[config.mk]
export PLATFORM = sky130hd
export DESIGN_NAME = ref_outlier_guard
export DESIGN_NICKNAME = d
export VERILOG_FILES = /design/src/rtl/ref_guard_pkg.sv /design/src/rtl/outlier_detect.sv /design/src/rtl/sat_counter.sv /design/src/rtl/sticky_flag.sv /design/src/rtl/ref_outlier_guard.sv
export SDC_FILE = /design/constraint.sdc
export NUM_CORES = 1
export LEC_CHECK = 0
export BUFFER_PORTS_ARGS = -buffer_cell sky130_fd_sc_hd__buf_2
export CAP_MARGIN = 20
export CORE_ASPECT_RATIO = 2
export CORE_MARGIN = 2
export CORE_UTILIZATION = 60
export CTS_BUF_LIST = sky130_fd_sc_hd__clkbuf_4 sky130_fd_sc_hd__clkbuf_8
export CTS_CLUSTER_DIAMETER = 50
export DETAILED_ROUTE_END_ITERATION = 8
export PLACE_DENSITY = 0.89
export SLEW_MARGIN = 20
export SYNTH_ARGS = -nofsm -noshare
export SYNTH_HDL_FRONTEND = slang
export SYNTH_SLANG_ARGS = --single-unit
[constraint.sdc]
create_clock -name clk -period 10.9 [get_ports clk]
set_clock_uncertainty 0.2 [all_clocks]
set_input_delay 0.545 -clock clk [delete_from_list [all_inputs] [get_ports clk]]
set_output_delay 0.545 -clock clk [all_outputs]
set_load 0.01 [all_outputs]
[src/rtl/ref_guard_pkg.sv]
package ref_guard_pkg;
  typedef enum logic [1:0] {
    ST_TRACK    = 2'd0,
    ST_CONFIRM  = 2'd1,
    ST_REANCHOR = 2'd2
  } guard_state_t;
endpackage

[src/rtl/outlier_detect.sv]
// Relative error against the held reference, and the out-of-range decision.
module outlier_detect #(
  parameter int ERR_W = 16
) (
  input  logic signed [ERR_W-1:0] meas,
  input  logic signed [ERR_W-1:0] ref_off,
  input  logic        [ERR_W-1:0] limit,
  output logic signed [ERR_W:0]   rel,
  output logic                    outlier
);
  logic [ERR_W:0] mag;

  always_comb begin
    rel = {meas[ERR_W-1], meas} - {ref_off[ERR_W-1], ref_off};
    mag = rel[ERR_W] ? (~rel + 1'b1) : rel;
    outlier = (mag > {1'b0, limit});
  end
endmodule

[src/rtl/sat_counter.sv]
module sat_counter #(
  parameter int W = 4
) (
  input  logic         clk,
  input  logic         rst,
  input  logic         inc,
  output logic [W-1:0] count
);
  localparam logic [W-1:0] MAX = {W{1'b1}};

  always_ff @(posedge clk) begin
    if (rst)
      count <= '0;
    else if (inc && count != MAX)
      count <= count + 1'b1;
  end

  // once at maximum, the counter stays there
  a_r8_hold_at_max: assert property (@(posedge clk) disable iff (rst)
    (count == MAX) |=> (count == MAX));
  // any change is a single upward step
  a_r8_single_step: assert property (@(posedge clk) disable iff (rst)
    (count != $past(count)) |-> (count == $past(count) + 1'b1));
endmodule

[src/rtl/sticky_flag.sv]
module sticky_flag (
  input  logic clk,
  input  logic rst,
  input  logic set,
  input  logic clr,
  output logic flag
);
  always_ff @(posedge clk) begin
    if (rst)      flag <= 1'b0;
    else if (set) flag <= 1'b1;
    else if (clr) flag <= 1'b0;
  end

  // a set always lands, even against a clear
  a_r7_set_wins: assert property (@(posedge clk) disable iff (rst)
    set |=> flag);
endmodule

[src/rtl/ref_outlier_guard.sv]
module ref_outlier_guard
  import ref_guard_pkg::*;
#(
  parameter int ERR_W = 16,
  parameter int CNT_W = 4
) (
  input  logic                    clk,
  input  logic                    rst,
  input  logic                    meas_valid,
  input  logic signed [ERR_W-1:0] meas_err,
  input  logic        [ERR_W-1:0] limit,
  input  logic                    override,
  input  logic                    notify_clr,
  output logic                    out_valid,
  output logic signed [ERR_W:0]   out_err,
  output logic                    remeasure_req,
  output logic                    reanchor_pulse,
  output logic                    notify_flag,
  output logic [CNT_W-1:0]        reanchor_count
);
  guard_state_t               state;
  logic signed [ERR_W-1:0]    ref_off;
  logic signed [ERR_W:0]      rel;
  logic                       outlier;
  logic                       anchor_now;

  outlier_detect #(.ERR_W(ERR_W)) u_detect (
    .meas    (meas_err),
    .ref_off (ref_off),
    .limit   (limit),
    .rel     (rel),
    .outlier (outlier)
  );

  assign anchor_now = meas_valid && !override && (state == ST_CONFIRM) && outlier;

  always_ff @(posedge clk) begin
    if (rst) begin
      state          <= ST_TRACK;
      ref_off        <= '0;
      out_valid      <= 1'b0;
      out_err        <= '0;
      remeasure_req  <= 1'b0;
      reanchor_pulse <= 1'b0;
    end else begin
      out_valid      <= 1'b0;
      remeasure_req  <= 1'b0;
      reanchor_pulse <= 1'b0;
      if (state == ST_REANCHOR)
        state <= ST_TRACK;
      if (meas_valid) begin
        if (override) begin
          out_valid <= 1'b1;
          out_err   <= rel;
          state     <= ST_TRACK;
        end else if (state == ST_CONFIRM) begin
          if (outlier) begin
            ref_off        <= meas_err;
            out_valid      <= 1'b1;
            out_err        <= '0;
            reanchor_pulse <= 1'b1;
            state          <= ST_REANCHOR;
          end else begin
            out_valid <= 1'b1;
            out_err   <= rel;
            state     <= ST_TRACK;
          end
        end else begin
          if (outlier) begin
            remeasure_req <= 1'b1;
            state         <= ST_CONFIRM;
          end else begin
            out_valid <= 1'b1;
            out_err   <= rel;
          end
        end
      end
    end
  end

  sticky_flag u_flag (
    .clk  (clk),
    .rst  (rst),
    .set  (anchor_now),
    .clr  (notify_clr),
    .flag (notify_flag)
  );

  sat_counter #(.W(CNT_W)) u_count (
    .clk   (clk),
    .rst   (rst),
    .inc   (anchor_now),
    .count (reanchor_count)
  );

  // a request is never paired with a forwarded value
  a_r3_req_no_forward: assert property (@(posedge clk) disable iff (rst)
    remeasure_req |-> (!out_valid && !reanchor_pulse));
  // a re-reference only follows a pending confirmation
  a_r5_from_confirm: assert property (@(posedge clk) disable iff (rst)
    reanchor_pulse |-> ($past(state) == ST_CONFIRM));
  // a re-reference forwards zero error
  a_r5_zero_error: assert property (@(posedge clk) disable iff (rst)
    reanchor_pulse |-> (out_valid && out_err == '0));
  // the notification is up whenever a re-reference is reported
  a_r7_flag_on_anchor: assert property (@(posedge clk) disable iff (rst)
    reanchor_pulse |-> notify_flag);
  // override suppresses the automatic decisions
  a_r9_override_quiet: assert property (@(posedge clk) disable iff (rst)
    (meas_valid && override) |=> (out_valid && !remeasure_req && !reanchor_pulse));
  // no strobe, no activity
  a_r10_idle_quiet: assert property (@(posedge clk) disable iff (rst)
    !meas_valid |=> (!out_valid && !remeasure_req && !reanchor_pulse));
endmodule

After elaboration in Yosys (flattened, before gate mapping)
Index checks and enable logic that the tools add are counted.
W data, S select, Z words.
{ "op_classes": {"add_sub_neg": 3, "magnitude_cmp": 1, "n_eq_ne": 4, "mux": 17, "bitwise_logic": 4, "reduce_logical": 11} }
{ "ops": {"columns": ["op", "n"], "rows": [
  ["$mux W17", 5],
  ["$add A17 B1 Y17 const B", 1],
  ["$gt A17 B16 Y1", 1],
  ["$not A17 Y17", 1],
  ["$sub A16 B16 Y17", 1],
  ["$mux W2", 6],
  ["$reduce_or A4 Y1", 2],
  ["$mux W1", 6],
  ["$add A4 B1 Y4 const B", 1],
  ["$logic_and A1 B1 Y1", 4],
  ["$ne A4 B4 Y1 const B", 1],
  ["$reduce_and A4 Y1", 1],
  ["$ne A3 B2 Y1 const B", 1],
  ["$not A1 Y1", 3],
  ["$eq A2 B1 Y1 const B", 1],
  ["$eq A2 B2 Y1 const B", 1],
  ["$reduce_and A2 Y1", 1],
  ["$reduce_bool A2 Y1", 1],
  ["$reduce_or A2 Y1", 1],
  ["$logic_not A1 Y1", 1]
]} }
{ "totals": {"reg_bits": 43, "inputBits": 37, "elab_cells": 48} }

Logic depth before layout (Yosys ltp)
{ "depth": {"depth_word": 9, "depth_mapped": 22, "depth_no_buf": 21} }

Cells and area by module
From an unflattened synthesis, not the netlist that was laid out.
{ "hier_totals": {"cells_unflattened": 391, "hier_area_um2": 3309.4} }
{ "by_module_without_submodules": {"columns": ["mod", "n_inst", "cells_each", "area_per_inst_um2"], "rows": [
  ["outlier_detect", 1, 230, 1607.8],
  ["ref_outlier_guard", 1, 137, 1453.9],
  ["sat_counter", 1, 20, 209.0],
  ["sticky_flag", 1, 4, 38.8]
]} }

Least setup slack after synthesis
Ideal clock, no wire load.
{ "synth_path": {"kind": "in2reg", "from": "input meas_err[0]", "to": "register u_count.count[0]", "setup_ns": 0.123, "t_arrival_ns": 4.850, "slack_ns": 5.726, "cell_stages": 20, "path_buffers": 1, "cell_sequence": "inv_1 > ha_1 > fa_1 > nand2b_1 > a211o_1 > a211oi_2 > o21ai_0 > a21oi_1 > clkbuf_1 > a21oi_1 > ha_1 > nor2b_1 > o21a_1 > o21ai_0 > a211oi_1 > o21ai_0 > a211oi_1 > a21oi_4 > a311oi_4 > mux2_1"} }
{ "synth_between": {"elab_chain_cells": 7} }
{ "synth_rtl": {"columns": ["element", "line_no", "source"], "rows": [
  ["start, declared", "ref_outlier_guard.sv:10", "input logic signed [ERR_W-1:0] meas_err,"],
  ["$sub A16 B16 Y17 *", "outlier_detect.sv:14", "rel = {meas[ERR_W-1], meas} - {ref_off[ERR_W-1], ref_off};"],
  ["$not A17 Y17", "outlier_detect.sv:15", "mag = rel[ERR_W] ? (~rel + 1'b1) : rel;"],
  ["$add A17 B1 Y17", "outlier_detect.sv:15", null],
  ["$mux W17 *", "outlier_detect.sv:15", null],
  ["$gt A17 B16 Y1 *", "outlier_detect.sv:16", "outlier = (mag > {1'b0, limit});"],
  ["$logic_and A1 B1 Y1 *", "ref_outlier_guard.sv:35", "assign anchor_now = meas_valid && !override && (state == ST_CONFIRM) && outlier;"],
  ["$logic_and A1 B1 Y1 *", "sat_counter.sv:14", "else if (inc && count != MAX)"],
  ["end signal, assigned", "sat_counter.sv:15", "count <= count + 1'b1;"],
  ["end, declared", "sat_counter.sv:7", "output logic [W-1:0] count"]
]} }
Every way passes the cells marked *; elsewhere a longest branch is shown, timed or not.
A chain may end at the register's enable or synchronous reset.

Worst setup path after layout
{ "layout_path": {"from": "input meas_err[0]", "to": "register out_err[0]"} }
{ "layout_between": {"elab_chain_cells": 8} }
{ "layout_rtl": {"columns": ["element", "line_no", "source"], "rows": [
  ["$sub A16 B16 Y17 *", "outlier_detect.sv:14", null],
  ["$not A17 Y17", "outlier_detect.sv:15", null],
  ["$add A17 B1 Y17", "outlier_detect.sv:15", null],
  ["$mux W17", "outlier_detect.sv:15", null],
  ["$gt A17 B16 Y1", "outlier_detect.sv:16", null],
  ["$mux W17", "ref_outlier_guard.sv:57", "if (outlier) begin"],
  ["$mux W17", "ref_outlier_guard.sv:56", "end else if (state == ST_CONFIRM) begin"],
  ["$mux W17", "ref_outlier_guard.sv:52", "if (override) begin"],
  ["end signal, assigned", "ref_outlier_guard.sv:54", "out_err <= rel;"],
  ["end signal, assigned", "ref_outlier_guard.sv:65", "out_err <= rel;"],
  ["end signal, assigned", "ref_outlier_guard.sv:74", "out_err <= rel;"],
  ["end, declared", "ref_outlier_guard.sv:15", "output logic signed [ERR_W:0] out_err,"]
]} }
Every way passes the cells marked *; elsewhere a longest branch is shown, timed or not. The select of a mux whose other input is x is not followed.

==> out/qor.yml <==
rsz0062_at_grt: "no"
ys_top_cells_by_area: "dfxtp_1, ha_1, a21oi_1"
layout.cells.most_common_list: "buf_2, a21oi_1, inv_1, dfxtp_1, ha_1"
reg2reg_setup_slack_ps: 5130
average_wire_per_standard_cell_um: 16.3
crit_path_max_fanout: 24
wirelength_um: 8950
cts_buffer_depth: 2
static-leakage-power_nw: 1.63
via_count_of_the_first_global_routing_pass: 3263
cts_post_setup_buffers_inserted: 0
flow.area_growth_from_synthesis_pct: 11.2
worst_setup_path_endpoint: "out_err[0]$_SDFFE_PP0P_"
floorplan.initialDensity_pct: 61.6
global_route.usage.total_pct: 28.6
finalHoldViolCount: 0
drv_cap: 0
maxSlewViolCount: 0
cts_buffers: 5
place_worst_setup_slack_ps: 4450
power_density_mw_per_mm2: 113
fp.dieArea_mm2: 0.00647
vias: 3483
ys.flop_type: "dfxtp_1"
ir_drop_mv: 0.128
netlist_instances: 438
die_width_um: 57.9
regToRegStartpoint: "ref_off[0]$_SDFFE_PP0P_"
hpwlAfterDp_um: 7010
die_height_um: 112
wire_length_of_the_first_global_routing_pass_um: 14700
clock_latency_ps: 320
timing.rr.end: "out_err[0]$_SDFFE_PP0P_"
crit_type: "in -> reg"
final_net_count: 559
port_buffers: 61
post_drt_via_cell_ratio: 6.34
worst_setup_hold_path_clk_slew_ps: 80
antenna_diode_instance_count: 0
timing.slew.headroom_pct: 45.0
final.setup.worst_slack_ps: 5090
synth_fp_nets: 510
category_of_the_worst_setup_path_launch_point: "input pin"
crit_required_ps: 10930
yosys.area.top_type: "dfxtp_1"
ys_warn_count: 0
grt_antenna_before_repair: 0
globalplace.congestion: 0.950
initialDrtViolationCount: 164
post_cts.resized_instances: 0
yosysUniqueCellTypes: 60
cts_hold_buf: 0
drt_pre_antenna_iters: 4
setup_total_negative_slack_ps: 0
cts_htree_levels: 2
setup_violations: 0
ys_async_sr_fraction_pct: 0
number_of_flops_mapped_to_enable_cells_by_yosys: 0
clock_sinks: 43
detail-route-antenna-nets: 0
worst_pin_slew_ps: 825
core_mm2: 0.00566
timing.critical_path.to_type: "flop"
avgSynthCellArea_um2: 7.96
crit_arrival_ps: 5840
clock.fmax_mhz: 172
rows: 39
post-route-min-period_ps: 5810
yosys_reg_bits: 43
status: "complete, no violations"
drc_errors_left: 0
worst_hold_path_type: "reg -> reg"
synth.yosys.seq_area_share_pct: 24.7
reg2reg_depth: 19
synth.top_cell.area_share_pct: 24.7
synth_area_mm2: 0.00348
hold_start: "ref_off[4]$_SDFFE_PP0P_"
cts-root-buf: "clkbuf_8"
crit_startpoint: "meas_err[0]"
tritoncts_clock_tree: "yes"
top_level_ports: 62
globalRoute.totalOverflow: 0
grt_start_max_net_pins: 35
layout_commonest_cell: "buf_2"
share_of_the_clock_period_used_by_the_worst_path_after_layout_pct: 53.3
fraction_of_final_layout_cells_sized_beyond_drive_strength_1_pct: 18.4
finalPower_w: 0.000437
==> state kept, by name, indices dropped and copies added, names as in the netlist <==
register and flops:
remeasure_req 1, state 2, u_count.count 4, reanchor_pulse 1
u_flag.flag 1, out_err 17, ref_off 16, out_valid 1
==> Yosys cell counts, types with 4 or more instances <==
| master | count |
|---|---|
| nand2_1 | 18 |
| nand3_1 | 30 |
| a211oi_1 | 5 |
| a21o_1 | 12 |
| o32ai_1 | 11 |
| nor2_1 | 21 |
| xor2_1 | 9 |
| dfxtp_1 | 43 |
| clkbuf_1 | 11 |
| nand2b_1 | 6 |
| inv_1 | 49 |
| a21oi_1 | 51 |
| and2_1 | 6 |
| o2111ai_1 | 4 |
| and3_1 | 5 |
| nor3_1 | 10 |
| o21ai_0 | 22 |
| buf_2 | 7 |
| xnor2_1 | 12 |
| nor4_1 | 5 |
| ha_1 | 34 |
| nor2b_1 | 6 |
| a32o_1 | 7 |
==> logic make-up after synthesis <==
group	Yosys count	share of synthesized area, %
mux	3	0.898
xor+xnor	21	5.28
buf+inv	69	7.90
flops	43	24.7
compound gates	144	29.7
fa+ha+maj	35	12.8
simple gates	123	18.7
==> critical path, stage by stage <==
cell,delay [ps]
buf_2,90
inv_1,40
ha_1,220
fa_1,420
nand2b_1,220
a211o_1,330
a211oi_2,260
o21ai_0,210
a21oi_2,600
o21bai_1,230
xnor2_1,140
ha_1,260
a21o_1,160
a21o_1,160
a21oi_1,190
nand2_1,80
o21ai_0,220
a211oi_1,170
a21oi_4,550
nand3_1,490
o32ai_1,230
==> where the power goes <==
| part | internal (W) | switching (W) | leakage (nW) |
|---|---|---|---|
| Clock | 0.0000473 | 0.0000578 | 0.0446 |
| Sequential | 0.000166 | 0.00000425 | 0.350 |
| Combinational | 0.0000619 | 0.0000998 | 1.24 |
==> stage by stage <==
step	instance area, µm²	util (%)	hold slack (ps)	std cells
after detailed placement	3780	66.8	267	541
after global routing	3870	68.5	294	549
after CTS	3870	68.4	277	549
after global placement	3780	66.8	260	541
after floorplan	3480	-	254	438
final	3870	68.5	277	549
==> layer usage <==
layer	GRT usage, %	up-vias	share of wire [%]
li1	-	1687	-
met1	28.6	1617	36
met2	52.3	142	54
met3	4.41	37	4.9
met4	17.8	0	4.7
met5	0	-	0
==> area by class of cell <==
class / count / area (µm²)
inverter: 49 / 184
sequential: 43 / 861
clock inverter: 2 / 12.5
timing repair buffer: 62 / 313
clock buffer: 6 / 76.3
fill: 464 / 1790
tap: 61 / 76.3
multi-input combinational: 326 / 2350
==> how the worst min path moves through the flow <==
stage / depth (start not counted) / to / slack (ps)
finish: 2 / ref_off[4]$_SDFFE_PP0P_ / 280
floorplan: 2 / ref_off[10]$_SDFFE_PP0P_ / 250
global placement: 2 / ref_off[4]$_SDFFE_PP0P_ / 260
CTS: 2 / ref_off[10]$_SDFFE_PP0P_ / 280
detailed placement: 2 / ref_off[10]$_SDFFE_PP0P_ / 270
global route: 2 / ref_off[10]$_SDFFE_PP0P_ / 290
Power figures use the tool's default switching activity.
